`src/rtl/tivg_pkg.sv`:
```
package tivg_pkg;
   localparam int MAX_CH   = 6;
   localparam int OVF_CODE = 14;

   // code for source index idx: channels first (idx < num_ch), then overflow
   function automatic int src_code(input int idx, input int num_ch);
      return (idx < num_ch) ? 2 * (idx + 1) : OVF_CODE;
   endfunction
endpackage

```
`src/rtl/tivg_flag_cell.sv`:
```
module tivg_flag_cell (
   input  logic clk,
   input  logic rst_n,
   input  logic set_i,
   input  logic clr_i,
   input  logic en_i,
   output logic flag_o,
   output logic pend_o
);
   logic flag_q;

   always_ff @(posedge clk or negedge rst_n) begin
      if (!rst_n)      flag_q <= 1'b0;
      else if (set_i)  flag_q <= 1'b1;
      else if (clr_i)  flag_q <= 1'b0;
   end

   assign flag_o = flag_q;
   assign pend_o = flag_q & en_i;

   // a set pulse always leaves the flag pending
   assert_set_wins_R8: assert property (@(posedge clk) disable iff (!rst_n)
      set_i |=> flag_q);
   // a lone clear empties the flag
   assert_clear_only_R4: assert property (@(posedge clk) disable iff (!rst_n)
      (clr_i && !set_i) |=> !flag_q);
endmodule

```
`src/rtl/tivg_prio_enc.sv`:
```
module tivg_prio_enc #(
   parameter int NUM_CH = 6,
   parameter int VEC_W  = 16,
   localparam int NSRC  = NUM_CH + 1
) (
   input  logic             clk,
   input  logic             rst_n,
   input  logic [NSRC-1:0]  pend_i,
   output logic [NSRC-1:0]  win_o,
   output logic [VEC_W-1:0] code_o
);
   import tivg_pkg::*;

   logic [NSRC:0] any_below;
   assign any_below[0] = 1'b0;

   genvar gi;
   generate
      for (gi = 0; gi < NSRC; gi++) begin : g_src
         assign any_below[gi+1] = any_below[gi] | pend_i[gi];
         assign win_o[gi]       = pend_i[gi] & ~any_below[gi];
      end
   endgenerate

   always_comb begin
      code_o = '0;
      for (int i = 0; i < NSRC; i++)
         if (win_o[i]) code_o = code_o | VEC_W'(src_code(i, NUM_CH));
   end

   // at most one source wins
   assert_onehot_win_R3: assert property (@(posedge clk) disable iff (!rst_n)
      $onehot0(win_o));
endmodule

```
`src/rtl/tivg_top.sv`:
```
module tivg_top #(
   parameter int NUM_CH = 6,
   parameter int VEC_W  = 16
) (
   input  logic              clk,
   input  logic              rst_n,
   input  logic [NUM_CH-1:0] ch_set_i,
   input  logic [NUM_CH-1:0] ch_en_i,
   input  logic              ovf_set_i,
   input  logic              ovf_en_i,
   input  logic              ch0_set_i,
   input  logic              ch0_en_i,
   input  logic              ch0_ack_i,
   input  logic              vec_rd_i,
   output logic [VEC_W-1:0]  vec_o,
   output logic              irq_shared_o,
   output logic              irq_ch0_o
);
   import tivg_pkg::*;
   localparam int NSRC = NUM_CH + 1;

   generate
      if (NUM_CH < 1 || NUM_CH > MAX_CH) begin : g_bad_ch
         $error("tivg_top: NUM_CH out of range 1..6");
      end
      if (VEC_W < 4) begin : g_bad_w
         $error("tivg_top: VEC_W must hold code 14");
      end
   endgenerate

   logic [NSRC-1:0]  set_v, en_v, clr_v, flag_v, pend_v, win_v;
   logic [VEC_W-1:0] code_w, vec_q;
   logic             ch0_flag;

   assign set_v = {ovf_set_i, ch_set_i};
   assign en_v  = {ovf_en_i,  ch_en_i};
   assign clr_v = win_v & {NSRC{vec_rd_i}};

   genvar gi;
   generate
      for (gi = 0; gi < NSRC; gi++) begin : g_flag
         tivg_flag_cell u_cell (
            .clk(clk), .rst_n(rst_n), .set_i(set_v[gi]), .clr_i(clr_v[gi]),
            .en_i(en_v[gi]), .flag_o(flag_v[gi]), .pend_o(pend_v[gi]));
      end
   endgenerate

   tivg_prio_enc #(.NUM_CH(NUM_CH), .VEC_W(VEC_W)) u_enc (
      .clk(clk), .rst_n(rst_n), .pend_i(pend_v), .win_o(win_v), .code_o(code_w));

   tivg_flag_cell u_ch0 (
      .clk(clk), .rst_n(rst_n), .set_i(ch0_set_i), .clr_i(ch0_ack_i),
      .en_i(ch0_en_i), .flag_o(ch0_flag), .pend_o(irq_ch0_o));

   always_ff @(posedge clk or negedge rst_n) begin
      if (!rst_n)        vec_q <= '0;
      else if (vec_rd_i) vec_q <= code_w;
   end

   assign vec_o        = vec_q;
   assign irq_shared_o = |pend_v;

   // nonzero read result exactly when the shared request was up
   assert_irq_matches_vec_R7: assert property (@(posedge clk) disable iff (!rst_n)
      vec_rd_i |=> ((vec_o != '0) == $past(irq_shared_o)));
   // vector holds without a read
   assert_vec_hold_R10: assert property (@(posedge clk) disable iff (!rst_n)
      !vec_rd_i |=> $stable(vec_o));
   // codes are even and bounded
   assert_code_even_R2: assert property (@(posedge clk) disable iff (!rst_n)
      (vec_o[0] == 1'b0) && (vec_o <= VEC_W'(OVF_CODE)));
   // acknowledge without set drops channel 0 request
   assert_ch0_ack_R9: assert property (@(posedge clk) disable iff (!rst_n)
      (ch0_ack_i && !ch0_set_i) |=> !irq_ch0_o && !ch0_flag);
endmodule

```
`config.mk`:
```
export PLATFORM = sky130hd
export DESIGN_NAME = tivg_top
export DESIGN_NICKNAME = d
export VERILOG_FILES = /design/src/rtl/tivg_pkg.sv /design/src/rtl/tivg_flag_cell.sv /design/src/rtl/tivg_prio_enc.sv /design/src/rtl/tivg_top.sv
export SDC_FILE = /design/constraint.sdc
export NUM_CORES = 1
export LEC_CHECK = 0
export BUFFER_PORTS_ARGS = -buffer_cell sky130_fd_sc_hd__buf_2
export CORE_MARGIN = 10
export CORE_UTILIZATION = 47
export CTS_BUF_LIST = sky130_fd_sc_hd__clkbuf_4 sky130_fd_sc_hd__clkbuf_8
export DETAILED_ROUTE_END_ITERATION = 6
export PLACE_DENSITY = 0.9
export RECOVER_POWER = 25
export SLEW_MARGIN = 40
export SYNTH_ARGS = -nofsm -noshare
export SYNTH_HDL_FRONTEND = slang
export SYNTH_SLANG_ARGS = --single-unit
```
`constraint.sdc`:
```
create_clock -name clk -period 4 [get_ports clk]
set_clock_uncertainty 0.15 [all_clocks]
set_input_delay 0 -clock clk [delete_from_list [all_inputs] [get_ports clk]]
set_output_delay 0 -clock clk [all_outputs]
set_load 0.02 [all_outputs]
```
-- Yosys cells after proc, flatten, opt, wreduce, memory -nomap -nowiden
Cells that the tools add are included.
Widths: inputs -> output; s select.
- register bits after elaboration: 24
- latch bits: 0
- memory bits (writable): 0
- bits in read-only memories: 0
- bits of input ports: 20
- output and inout bits: 18
- logic and storage cells: 67
- memories: 0
- $add $sub $neg: 0
- multiply operators: 0
- divide/modulo/power cells: 0
- magnitude comparators: 0
- eq/ne operators: 0
- shift operators: 0
- muxes and demuxes: 23
- bitwise operators: 26
- reduce and logical (&&, ||, !) cells: 9
- operator list (kind ; count):
    $mux 1 ; 16
    $mux 4 ; 4
    $reduce_bool 2->1 ; 8
    $and 1x1->1 ; 14
    $and 7x7->7 ; 1
    $reduce_or 7->1 ; 1
    $mux 3 ; 2
    $not 1->1 ; 6
    $or 1x1->1 ; 5
    $mux 2 ; 1

-- Longest topological paths before layout
Gate-level depths: netlist of run 1.
- depth after elaboration: 11
- gate-level depth with buffers: 4
- depth with buffers taken out: 4

-- Modules after synthesis
From an unflattened synthesis of run 1, not the netlist that was laid out.
- cells, all modules: 110
- area total of the unflattened synthesis: 1218.7 um2
- modules (own cells, without submodules) (module ; times used ; cells each ; area an instance (um2) ; sequential area each (um2)):
    tivg_top ; 1 ; 44 ; 661.9 ; 400.4
    tivg_flag_cell ; 8 ; 4 ; 42.5 ; 25.0
    tivg_prio_enc ; 1 ; 34 ; 216.5 ; 0.0

-- Worst setup path after synthesis of run 1
OpenSTA, ideal clock, no wires.
- path type: register -> register
- start point: reg g_flag[3].u_cell.flag_q
- end point: reg vec_q[1], in the netlist vec_o[1]
- data arrival time: 1.113 ns
- data required time: 3.767 ns
- slack: 2.654 ns
- cell stages (with the launch flop): 5
- period minus slack after synthesis: 1.346 ns
- cell sequence: dfrtp_1 a222oi_1 and2_1 nand4_1 o21ai_0
- word-level cells in the longest chain between the ends: 7
- RTL lines (element ; line ; source):
    from (decl) ; tivg_flag_cell.sv:10 ; logic flag_q;
    from (signal assigned) ; tivg_flag_cell.sv:13 ; if (!rst_n) flag_q <= 1'b0;
    from (signal assigned) ; tivg_flag_cell.sv:14 ; else if (set_i) flag_q <= 1'b1;
    from (signal assigned) ; tivg_flag_cell.sv:15 ; else if (clr_i) flag_q <= 1'b0;
    $and 1x1->1 * ; tivg_flag_cell.sv:19 ; assign pend_o = flag_q & en_i;
    $or 1x1->1 * ; tivg_prio_enc.sv:20 ; assign any_below[gi+1] = any_below[gi] | pend_i[gi];
    $not 1->1 or $or 1x1->1 (tied branches) ; tivg_prio_enc.sv:21, tivg_prio_enc.sv:20 ;
    $and 1x1->1 or $or 1x1->1 (tied branches) ; tivg_prio_enc.sv:21, tivg_prio_enc.sv:20 ;
    $mux 4 or $not 1->1 (tied branches) ; tivg_prio_enc.sv:28, tivg_prio_enc.sv:21 ;
    $mux 4 or $and 1x1->1 (tied branches) ; tivg_prio_enc.sv:28, tivg_prio_enc.sv:21 ;
    $mux 4 * ; tivg_prio_enc.sv:28 ; if (win_o[i]) code_o = code_o | VEC_W'(src_code(i, NUM_CH));
    to (signal assigned) ; tivg_top.sv:57 ; else if (vec_rd_i) vec_q <= code_w;
    to (decl) ; tivg_top.sv:32 ; logic [VEC_W-1:0] code_w, vec_q;
Every way passes the cells marked *; elsewhere a longest branch is shown, timed or not.
A chain may end at the register's enable or synchronous reset.

-- Worst setup path in the final report of run 1
- start point: reg g_flag[3].u_cell.flag_q
- end point: reg g_flag[6].u_cell.flag_q
- word-level cells in the longest chain between the ends: 8
- RTL lines (element ; line ; source):
    $and 1x1->1 ; tivg_flag_cell.sv:19 ;
    $or 1x1->1 (3 in series) ; tivg_prio_enc.sv:20 ;
    $not 1->1 ; tivg_prio_enc.sv:21 ; assign win_o[gi] = pend_i[gi] & ~any_below[gi];
    $and 1x1->1 ; tivg_prio_enc.sv:21 ;
    $and 7x7->7 ; tivg_top.sv:37 ; assign clr_v = win_v & {NSRC{vec_rd_i}};
    $reduce_bool 2->1 (no line) ; -- ;
    to (signal assigned) ; tivg_flag_cell.sv:13 ;
    to (signal assigned) ; tivg_flag_cell.sv:14 ;
    to (signal assigned) ; tivg_flag_cell.sv:15 ;
    to (decl) ; tivg_flag_cell.sv:10 ;
Every way passes these cells.

==> impl_results.md, run 1 <==
* Outcome: complete, no violations
* CTS H-Tree Depth at 1
* TritonCTS clock tree: done
* Initial antenna violation count at 0
* Final Power at 272 µW
* Int Pwr at 194 µW
* First-pass GRT wire length at 2770 µm
* Final Setup Violations at 0
* Ys Warns at 0
* Fin. Hold Viols at 0
* Hold_buf cts at 20
* Worst hold start: ch_en_i[5]
* Final nets at 136
* Synth Area per Inst at 9.35 µm²
* F_max at 501 MHz
* Number of global-route vias before repair at 660
* Placer Congestion at 0.795
* Worst-path clk slew at 0.07 ns
* Arrival @ worst endpoint at 1.99 ns
* CTS Sinks at 11
* Clk buf depth at 2
* Critical R2R Capture: g_flag[6].u_cell.flag_o$_DFFE_PN0P_
* Gr ovfl total at 0
* Logic gate share of total power at 25.1%
* Post-synthesis sequential area ratio at 43.3%
* Tcrit/Tclk final at 49.9%
* CTS root buffer: clkbuf_4
* Reg-to-reg critical path startpoint: g_flag[3].u_cell.flag_o$_DFFE_PN0P_
* Hold Path Cell Cnt at 5
* Maximum capacitance violations at 0
* Remaining DRCs at 0
* Hold Path Class: input pin to register
* Largest net degree at the start of global routing at 12
* Die W at 56.8 µm
* Placement row count at 13
* Critical setup path kind: register to register
* Worst Setup Start Kind: register
* Die H at 56.8 µm
* Core ar. at 1280 µm²
* Reg2Reg Setup Slack at 2.01 ns
* Crit-path cells: a222oi_1, nand3_1, a21o_1, dlygate4sd3_1
* Clock latency on the worst-skew pair at 0.26 ns
* Setup crit end kind: register
* Post-synth cell types at 19
* Crit path launch: g_flag[3].u_cell.flag_o$_DFFE_PN0P_
* TritonRoute pass-1 iters at 4
* Seq pwr share at 45.1%
* Switching share of total power at 28.6%
* Postcts setup bufs at 0
* Synth-to-layout area growth at 49.0%
* Setup TNS at 0 ns
* DR iter-0 viols at 7
* Worst Path Required at 4.00 ns
* Slowest cell delay on critical path at 0.54 ns
* Dominant cells by area after synthesis: dfrtp_1 (43%), buf_4 (15%), a21o_1 (8.3%), nand2_1 (6.5%), nand3_1 (3.1%)
* Clk pwr share at 29.8%
* Reg2reg path depth at 4
* Cell Pwr Density at 287 nW/µm²
* Gate Count Post-Synth at 68
* Vias at 605
* Total wire length at 1660 µm
* Post-Syn Area at 636 µm²
* IO Port Bufs at 24
* Unrepaired setup endpoints after global routing: no
* Wire per inst at 12.8 µm
* CTS buffer count at 3
* CTS resizes at 0
* Net switching power at 77.7 µW
* Pleak at 0.428 nW
* Most frequent cells in the layout: dlygate4sd3_1 (20), buf_2 (20), conb_1 (13)
* Yosys top cell area share at 43.3%
* Die ar. at 3220 µm²
* Placed instance count at 106
* Max Slew Vio Count at 0
* Routed Antenna Nets at 0
* Crit-path slowest cell: dlygate4sd3_1
* GRT Total Usage at 10.3%
* DP HPWL at 1300 µm
* Final Non-Filler Cells at 130
* ANT cells at 0
* Hold Path Sink: g_flag[5].u_cell.flag_o$_DFFE_PN0P_
* Starting density of the core at 49.5%
* VDD IR max at 0.184 mV
* Largest area contributor in the netlist: dfrtp_1
* Post-layout min period at 1.99 ns
* Layout cell share with drive strength beyond 1 at 24.3%
* Post-synthesis register bit count at 11
* Vias per cell at 4.65
* CP Max Fanout at 4
* Top Ports at 38
[layout make-up]
| class | count | area [µm²] |
|---|---|---|
| clock buffers | 4 | 30.0 |
| multi-input cells | 54 | 300 |
| inverters | 2 | 7.51 |
| repair buffers | 44 | 315 |
| flip-flops and latches | 11 | 275 |
| fillers | 103 | 338 |
| well taps | 15 | 18.8 |
[state kept, by name (all words and copies together) (netlist names)]
register / count
u_ch0.flag_o: 1
g_flag.u_cell.flag_o: 7
vec_o: 3
[stage by stage]
stage               area [µm²]  hold WS, ns  util [%]  setup WS (ns)
floorplan                  681       -0.446         -           2.65
global placement           722       -0.272      56.2           2.59
detailed placement         722       -0.269      56.2           2.54
CTS                        952      0.00460      74.1           2.01
global route               947       0.0314      73.7           1.84
finish                     947      0.00429      73.7           2.01
[worst max path at each step]
stage	end	slack, ns	cells past startpoint
final	g_flag[6].u_cell.flag_o$_DFFE_PN0P_	2.01	4
after global placement	vec_o[2]$_DFFE_PN0P_	2.59	4
after detailed placement	vec_o[1]$_DFFE_PN0P_	2.54	4
after floorplan	vec_o[1]$_DFFE_PN0P_	2.65	4
after global routing	vec_o[3]$_DFFE_PN0P_	1.84	5
after CTS	g_flag[3].u_cell.flag_o$_DFFE_PN0P_	2.01	5
[power groups by stage]
stage	sequential, mW	combinational, mW	clock (mW)
6_report	0.123	0.0681	0.0811
5_1_grt	0.123	0.0759	0.0869
4_1_cts	0.122	0.0687	0.0826
3_5_place_dp	0.125	0.0540	0
3_3_place_gp	0.124	0.0524	0
2_1_floorplan	0.128	0.0374	0
[logic make-up after synthesis]
kind of cell	synth area share [%]
AND/OR/NAND/NOR	15.6
AO/OA/AOI/OAI	24.0
buffers and inverters	16.5
flip-flops	43.3
other	0.590
[synth_stat cells (all sizes together)]
library cell	number
nor2	3
nand2	11
nand4	1
and2	3
a22oi	1
a32o	1
dfrtp	11
nand3	4
inv	2
a222oi	1
buf	13
a22o	1
o21ai	4
conb	1
a21o	8
a21boi	3
[layer usage]
metal | part of all wire, % | global-route usage (%) | wire length [µm]
met5 | 0 | 0 | 0
met4 | 0.84 | 3.02 | 14
met3 | 15 | 6.97 | 253
met2 | 48 | 18.2 | 799
met1 | 36 | 9.28 | 591
[critical path: cells and delay by family, from the launching register on]
family / cells / cell delay, ns
compound gates: 2 / 0.64
buf+inv: 1 / 0.54
flops: 1 / 0.41
simple gates: 1 / 0.14
(Power assumes the default switching activity.)
==> run 2: changes to the inputs <==
Settings changed: CORE_UTILIZATION 47 to 43, PLACE_DENSITY 0.9 to 0.84.
Clock period 4 ns to 2.07 ns, I/O delays scaled along.
==> run 2 against run 1 <==
Largest cell class unchanged; sequential power up 92%; routed wire length down 0.60%; register-to-register slack worse by 1.9 ns; first-iteration DRC count up 110%; total power up 95%; critical path type unchanged; die area up 6.0%; worst setup slack worse by 1.9 ns; critical endpoint unchanged; core utilization down 2.9 points; clock power up 100%; count of clock-buffer cells in the layout unchanged.
==> impl_results.md, run 2 (synthesis gave the netlist of run 1 again) <==
* TritonCTS clock tree: done
* Starting density of the core at 47.1% (-2.4 points)
* Max reg flops at 7 (unchanged)
* Unrepaired setup endpoints after global routing: no
* Setup crit end kind: register
* Outcome: complete, no violations
* CTS H-Tree Depth at 1 (unchanged)
* Arrival @ worst endpoint at 1.97 ns (-0.02 ns)
* Final nets at 137 (+0.74%)
* Grt met2 use at 17.9% (-0.28 points)
* Reg2reg path depth at 4 (unchanged)
* Initial antenna violation count at 0 (unchanged)
* CP top delay family: compound AO/OA/AOI/OAI gates
* Critical Path Sink: g_flag[6].u_cell.flag_o$_DFFE_PN0P_
* Synth-to-layout area growth at 50.4%
* Grt met3 use at 6.22% (-0.74 points)
* Tcrit/Tclk final at 94.9% (+45 points)
* Grt met1 use at 10.3% (+1.0 points)
* Crit path launch: g_flag[5].u_cell.flag_o$_DFFE_PN0P_
* GRT Total Usage at 10.6% (+0.26 points)
* Final Setup Violations at 0 (unchanged)
* GR peak layer: met2
* Most frequent cells in the layout: dlygate4sd3_1 (20), buf_2 (20), conb_1 (13)
* Routed Antenna Nets at 0 (unchanged)
* Layout cell share with drive strength beyond 1 at 25.0% (+0.65 points)
* Die ar. at 3420 µm² (+6.0%)
* CTS Sinks at 11 (unchanged)
* Worst Setup Start Kind: register
* Levels on crit path at 4 (unchanged)
* Crit-path cells: a222oi_1, nand3_1, a21o_1, dlygate4sd3_1
* Placement row count at 13 (unchanged)
* Placer Congestion at 0.766 (-3.5%)
* Cell Pwr Density at 555 nW/µm² (+93%)
* Die W at 58.4 µm (+2.9%)
* VDD IR max at 0.414 mV (+130%)
* TritonRoute pass-1 iters at 4 (unchanged)
* Pleak at 0.433 nW (+1.2%)
* Setup TNS at 0 ns (unchanged)
* Clock latency on the worst-skew pair at 0.27 ns (about the same)
* Vias at 615 (+1.7%)
* Top Ports at 38 (unchanged)
* CTS root buffer: clkbuf_4
* Hold Path Class: input pin to register
* F_max at 509 MHz (+1.5%)
* IO Port Bufs at 24 (unchanged)
* Worst Path Required at 2.08 ns (-1.92 ns)
* Worst-path clk slew at 0.07 ns (about the same)
* CTS buffer count at 3 (unchanged)
* Reg-to-reg critical path startpoint: g_flag[5].u_cell.flag_o$_DFFE_PN0P_
* Final Power at 531 µW (+95%)
* Largest net degree at the start of global routing at 12 (unchanged)
* DR iter-0 viols at 15 (+8)
* Critical setup path kind: register to register
* Total wire length at 1650 µm (-0.60%)
* Critical R2R Capture: g_flag[6].u_cell.flag_o$_DFFE_PN0P_
* CP Buf/Inv Count at 1 (unchanged)
* Die H at 58.4 µm (+2.9%)
* Crit-path slowest cell: dlygate4sd3_1
* Reg2Reg Setup Slack at 0.10 ns (-1.90 ns)
* Vias per cell at 4.69 (+0.88%)
* Gr ovfl total at 0 (unchanged)
* Maximum capacitance violations at 0 (unchanged)
* Number of global-route vias before repair at 704 (+6.7%)
* ANT cells at 0 (unchanged)
* Final core occ at 70.8% (-2.9 points)
* First-pass GRT wire length at 2960 µm (+6.7%)
* CP Max Fanout at 3 (-1)
* Core ar. at 1350 µm² (+5.1%)
* Fin. Hold Viols at 0 (unchanged)
* Wire per inst at 12.6 µm (-1.4%)
* Slowest cell delay on critical path at 0.55 ns (about the same)
* Filler cells at 122 (+18%)
* DP HPWL at 1260 µm (-3.5%)
* Remaining DRCs at 0 (unchanged)
* Clk buf depth at 2 (unchanged)
* Max Slew Vio Count at 0 (unchanged)
* Post-layout min period at 1.97 ns (-0.0287 ns)
-- run 2: cell count changes in the layout (fill, tap and decap cells not counted), sizes merged --
cell,before,now
buf,20,21
-- run 2: per-layer routing --
| layer | vias to the layer above | wire, µm |
|---|---|---|
| li1 | 302 | - |
| met1 | 278 | 591 |
| met2 | 32 | 753 |
| met3 | 3 | 278 |
| met4 | 0 | 24 |
| met5 | - | 0 |
-- run 2: metrics by stage --
step,worst slack [ns],instances,instance area [µm²],hold slack (ns)
CTS,0.0781,130,952,0.00342
finish,0.105,131,956,0.000539
detailed placement,0.536,106,722,-0.263
global route,0.00994,131,956,0.0661
global placement,0.652,106,722,-0.271
floorplan,0.724,80,681,-0.446
-- run 2: power breakdown --
group / switching [mW] / internal, mW
clock: 0.0744 / 0.0879
sequential: 0.00864 / 0.228
combinational: 0.0717 / 0.0601
total: 0.155 / 0.376
-- run 2: worst min-delay path by stage --
| stage | from | endpoint | slack (ns) | depth (start not counted) |
|---|---|---|---|---|
| finish | ch_en_i[5] | g_flag[5].u_cell.flag_o$_DFFE_PN0P_ | 0.0005 | 5 |
| global route | ch_en_i[5] | g_flag[5].u_cell.flag_o$_DFFE_PN0P_ | 0.07 | 5 |
| CTS | ch_en_i[5] | g_flag[5].u_cell.flag_o$_DFFE_PN0P_ | 0.003 | 5 |
| detailed placement | rst_n | g_flag[4].u_cell.flag_o$_DFFE_PN0P_ | -0.26 | 1 |
| global placement | rst_n | g_flag[4].u_cell.flag_o$_DFFE_PN0P_ | -0.27 | 1 |
| floorplan | rst_n | g_flag[0].u_cell.flag_o$_DFFE_PN0P_ | -0.45 | 0 |
-- run 2: what timing repair did --
item / in CTS / in global routing
gates resized for setup: 0 / 1
endpoints found under the hold margin: 22 / 0
hold buffers: 20 / 0
setup buffers: 0 / 1
setup endpoints to repair: 0 / 2
-- run 2: layout make-up --
cell class / count / area [µm²] / area share (%)
multi-input cells: 54 / 302 / 31.5
flip-flops and latches: 11 / 275 / 28.8
well taps: 15 / 18.8 / 1.96
clock buffers: 4 / 30.0 / 3.14
inverters: 2 / 7.51 / 0.785
repair buffers: 45 / 323 / 33.8
-- run 2: tightest hold or removal path, delay by kind of cell --
family,cells,cell delay (ns)
AOI/OAI and AO/OA,1,0.11
buffers and inverters,1,0.10
and+or+nand+nor,3,0.18
==> run 3: changes to the inputs <==
Settings changed: ABC_AREA set to 1, CORE_UTILIZATION 43 to 46, PLACE_DENSITY 0.84 to 0.85.
==> run 3 against run 2 <==
The run now ends with hold timing left; first-iteration DRC count decreased by 87%; worst hold slack got worse by 0.010 ns; clock power decreased by 7%; final cell count rose by 15%; routed wire length up 6.6%; sequential power is essentially flat; combinational power up 16%; area after synthesis increased by 16%; die area grew 5.5%; core utilization fell by 3.5 points; largest cell class is now multi-input gates; highest routed layer unchanged.
==> impl_results.md, run 3 <==
* Post-Syn Area at 737 µm² (+16%)
* Setup ws final at 0.231 ns (+0.127 ns)
* Largest area contributor in the netlist: dfrtp_1
* F_max at 544 MHz (+6.9%)
* CTS root buffer: clkbuf_4
* Setup TNS at 0 ns (unchanged)
* Worst Path Required at 2.07 ns (about the same)
* CTS H-Tree Depth at 1 (unchanged)
* TritonCTS clock tree: done
* Vias per cell at 4.51 (-3.9%)
* CP top delay family: buffers and inverters
* Worst Tran Pin Value at 0.523 ns
* Simple-gate area share of the yosys netlist at 33.4% (+18 points)
* Seq pwr share at 43.8% (-0.8 points)
* Layout cell share with drive strength beyond 1 at 25.4% (+0.37 points)
* Placement row count at 14 (+1)
* Core ar. at 1510 µm² (+12%)
* Critical setup path kind: register to register
* Max reg flops at 7 (unchanged)
* Fin. Hold Viols at 1 (+1)
* Arrival @ worst endpoint at 1.84 ns (-0.13 ns)
* Ys flop type: dfrtp_1
* Fraction of synthesized area in multiplexers at 0% (unchanged)
* Hold Path Class: input pin to register
* Gr ovfl total at 0 (unchanged)
* Starting density of the core at 48.9% (+1.8 points)
* Crit-path cells: nand2_1, nand2_1, nor2_8, nand2_2, o21ai_1, nand2_1, dlygate4sd3_1
* CTS Sinks at 11 (unchanged)
* Outcome: finished, violations left
* Clk pwr share at 27.9% (-2.7 points)
* CP Max Fanout at 5 (+2)
* Switching share of total power at 33.4% (+4.2 points)
* CTS resizes at 0 (unchanged)
* GRT Total Usage at 10.2% (-0.33 points)
* Crit-path slowest cell: dlygate4sd3_1
* Net switching power at 180 µW (+17%)
* Top Metal Used: met4
* ANT cells at 0 (unchanged)
* Post-Place Cell Area at 813 µm² (+13%)
* Post-synthesis compound-gate area fraction at 6.96% (-17 points)
* Remaining DRCs at 0 (unchanged)
* Die ar. at 3600 µm² (+5.5%)
* Post-synthesis sequential area ratio at 37.4% (-6.0 points)
* Post-synth top cells: nand2_1 (24), buf_4 (13), dfrtp_1 (11), inv_1 (11), nand3_1 (4)
* Die H at 60.0 µm (+2.7%)
* Most frequent cells in the layout: nand2_1 (25), buf_2 (20), dlygate4sd3_1 (18)
* Pleak at 0.549 nW (+27%)
* Most frequent cell after synthesis: nand2_1
* Clk buf depth at 2 (unchanged)
* Slew HR at 65.0%
* Largest net degree at the start of global routing at 12 (unchanged)
* VDD IR max at 0.428 mV (+3.3%)
* Initial antenna violation count at 0 (unchanged)
* Unrepaired setup endpoints after global routing: no
* IO Port Bufs at 24 (unchanged)
* Routed Antenna Nets at 0 (unchanged)
* Dominant cells by area after synthesis: dfrtp_1 (37%), buf_4 (13%), nand2_1 (12%), inv_1 (5.6%), nand2_4 (4.6%)
* Post-synth EDFFs at 0 (unchanged)
* Slowest cell delay on critical path at 0.55 ns (about the same)
* Multi-input gate area at 344 µm² (+14%)
* Int Pwr at 360 µW (-4.1%)
* Cell Pwr Density at 534 nW/µm² (-3.8%)
* DR iter-0 viols at 2 (-13)
* Synth Area per Inst at 8.19 µm² (-12%)
* Max Slew Vio Count at 0 (unchanged)
* DP HPWL at 1320 µm (+5.3%)
* Worst Setup Start Kind: register
* Placed instance count at 128 (+21%)
* Final Setup Violations at 0 (unchanged)
* Final Non-Filler Cells at 150 (+15%)
* Synth Area in Adders at 0% (unchanged)
* Yosys top cell area share at 37.4% (-6.0 points)
* Wire per inst at 11.7 µm (-6.9%)
* Total wire length at 1760 µm (+6.6%)
* Worst hold slack at -0.00992 ns (-0.0105 ns)
* Postcts setup bufs at 0 (unchanged)
* Tcrit/Tclk final at 88.8% (-6.1 points)
* Pre-CTS WS at 0.852 ns (+0.317 ns)
* Most common cell after layout, fill and taps aside: nand2_1
* Logic gate share of total power at 28.3% (+3.5 points)
* Post-synthesis register bit count at 11 (unchanged)
* Vias at 677 (+10%)
* Clock latency on the worst-skew pair at 0.28 ns (about the same)
* Post-Synth XOR/XNOR Area at 0% (unchanged)
* Die W at 60.0 µm (+2.7%)
* Finished Cell Area at 1010 µm² (+6.0%)
* TritonRoute pass-1 iters at 3 (-1)
* Filler cells at 127 (+4.1%)
* Top cell by count, worst path: nand2_1
* M1 WL at 674 µm (+14%)
* Final Power at 541 µW (+1.9%)
* First-pass GRT wire length at 2960 µm (unchanged)
* Number of global-route vias before repair at 718 (+2.0%)
* CTS buffer count at 3 (unchanged)
* Placer Congestion at 0.814 (+6.2%)
* Met3 WL at 201 µm (-28%)
* CP Buf/Inv Count at 1 (unchanged)
* Setup crit end kind: register
* Maximum capacitance violations at 0 (unchanged)
* Gate Count Post-Synth at 90 (+32%)
* Post-layout min period at 1.84 ns (-0.127 ns)
* Top Ports at 38 (unchanged)
* Synth-to-layout area growth at 37.5%
* Post-synth cell types at 23 (+4)
* Final nets at 155 (+13%)
* Wire length on met2 at 857 µm (+14%)
* Main combinational cell family by area after synthesis: simple AND/OR/NAND/NOR gates
* Failing checks: hold timing
* FF/Latch Area at 275 µm² (unchanged)
* Worst-path clk slew at 0.08 ns (about the same)
* Final core occ at 67.3% (-3.5 points)
* Async SR Flop Fraction at 100% (unchanged)
* Ys Warns at 0 (unchanged)
[run 3: cell count changes after synthesis, moves of 3 or more]
cell / delta
nand2_1: +13
a21o_1: -5
nand2_4: +3
nand2_2: +3
inv_1: +9
o21ai_0: -4
[run 3: cells by family (layout without fill, tap and decap cells)]
family	after synthesis	count (layout)
and+or+nand+nor	43	43
buffers and inverters	27	59
DFF	11	11
AOI/OAI and AO/OA	8	8
other	1	13
[run 3: worst paths after layout]
path | slack [ns] | cells after the start | startpoint | to
max | 0.23 | 7 | g_flag[2].u_cell.flag_o$_DFFE_PN0P_ | g_flag[4].u_cell.flag_o$_DFFE_PN0P_
min in group asynchronous | 0.58 | 3 | rst_n | g_flag[1].u_cell.flag_o$_DFFE_PN0P_
max in group asynchronous | 0.83 | 3 | rst_n | g_flag[3].u_cell.flag_o$_DFFE_PN0P_
max reg2reg | 0.23 | 7 | g_flag[2].u_cell.flag_o$_DFFE_PN0P_ | g_flag[4].u_cell.flag_o$_DFFE_PN0P_
min | -0.01 | 4 | ch_en_i[5] | vec_o[2]$_DFFE_PN0P_
min reg2reg | 0.34 | 2 | g_flag[6].u_cell.flag_o$_DFFE_PN0P_ | g_flag[6].u_cell.flag_o$_DFFE_PN0P_
[run 3: cell type report]
class / instances / area share, %
inverters: 13 / 5.06
multi-input cells: 64 / 34.0
flip-flops and latches: 11 / 27.2
clock inverters: 1 / 0.494
repair buffers: 42 / 29.1
well taps: 16 / 1.98
clock buffers: 3 / 2.22
[run 3: per-layer routing]
layer  vias to the layer above  global-route usage (%)
met4                         0                    3.85
met5                         -                       0
met1                       305                    11.6
li1                        339                       -
met2                        30                    16.6
met3                         3                    4.24
[run 3: timing repair]
action | 4_1_cts | 5_1_grt
hold buffers | 18 | 0
endpoints found under the hold margin | 21 | 0
setup endpoints to repair | 0 | 0
[run 3: worst min-delay path, stage by stage]
cell and delay [ns]:
buf_2 0.08, nand2_1 0.12, nand4_4 0.13, nand2_1 0.05
[run 3: power groups by stage]
stage	logic [mW]	registers (mW)	clock network, mW
floorplan	0.102	0.248	0
global placement	0.129	0.239	0
detailed placement	0.131	0.240	0
CTS	0.155	0.236	0.151
global route	0.170	0.238	0.162
finish	0.153	0.237	0.151
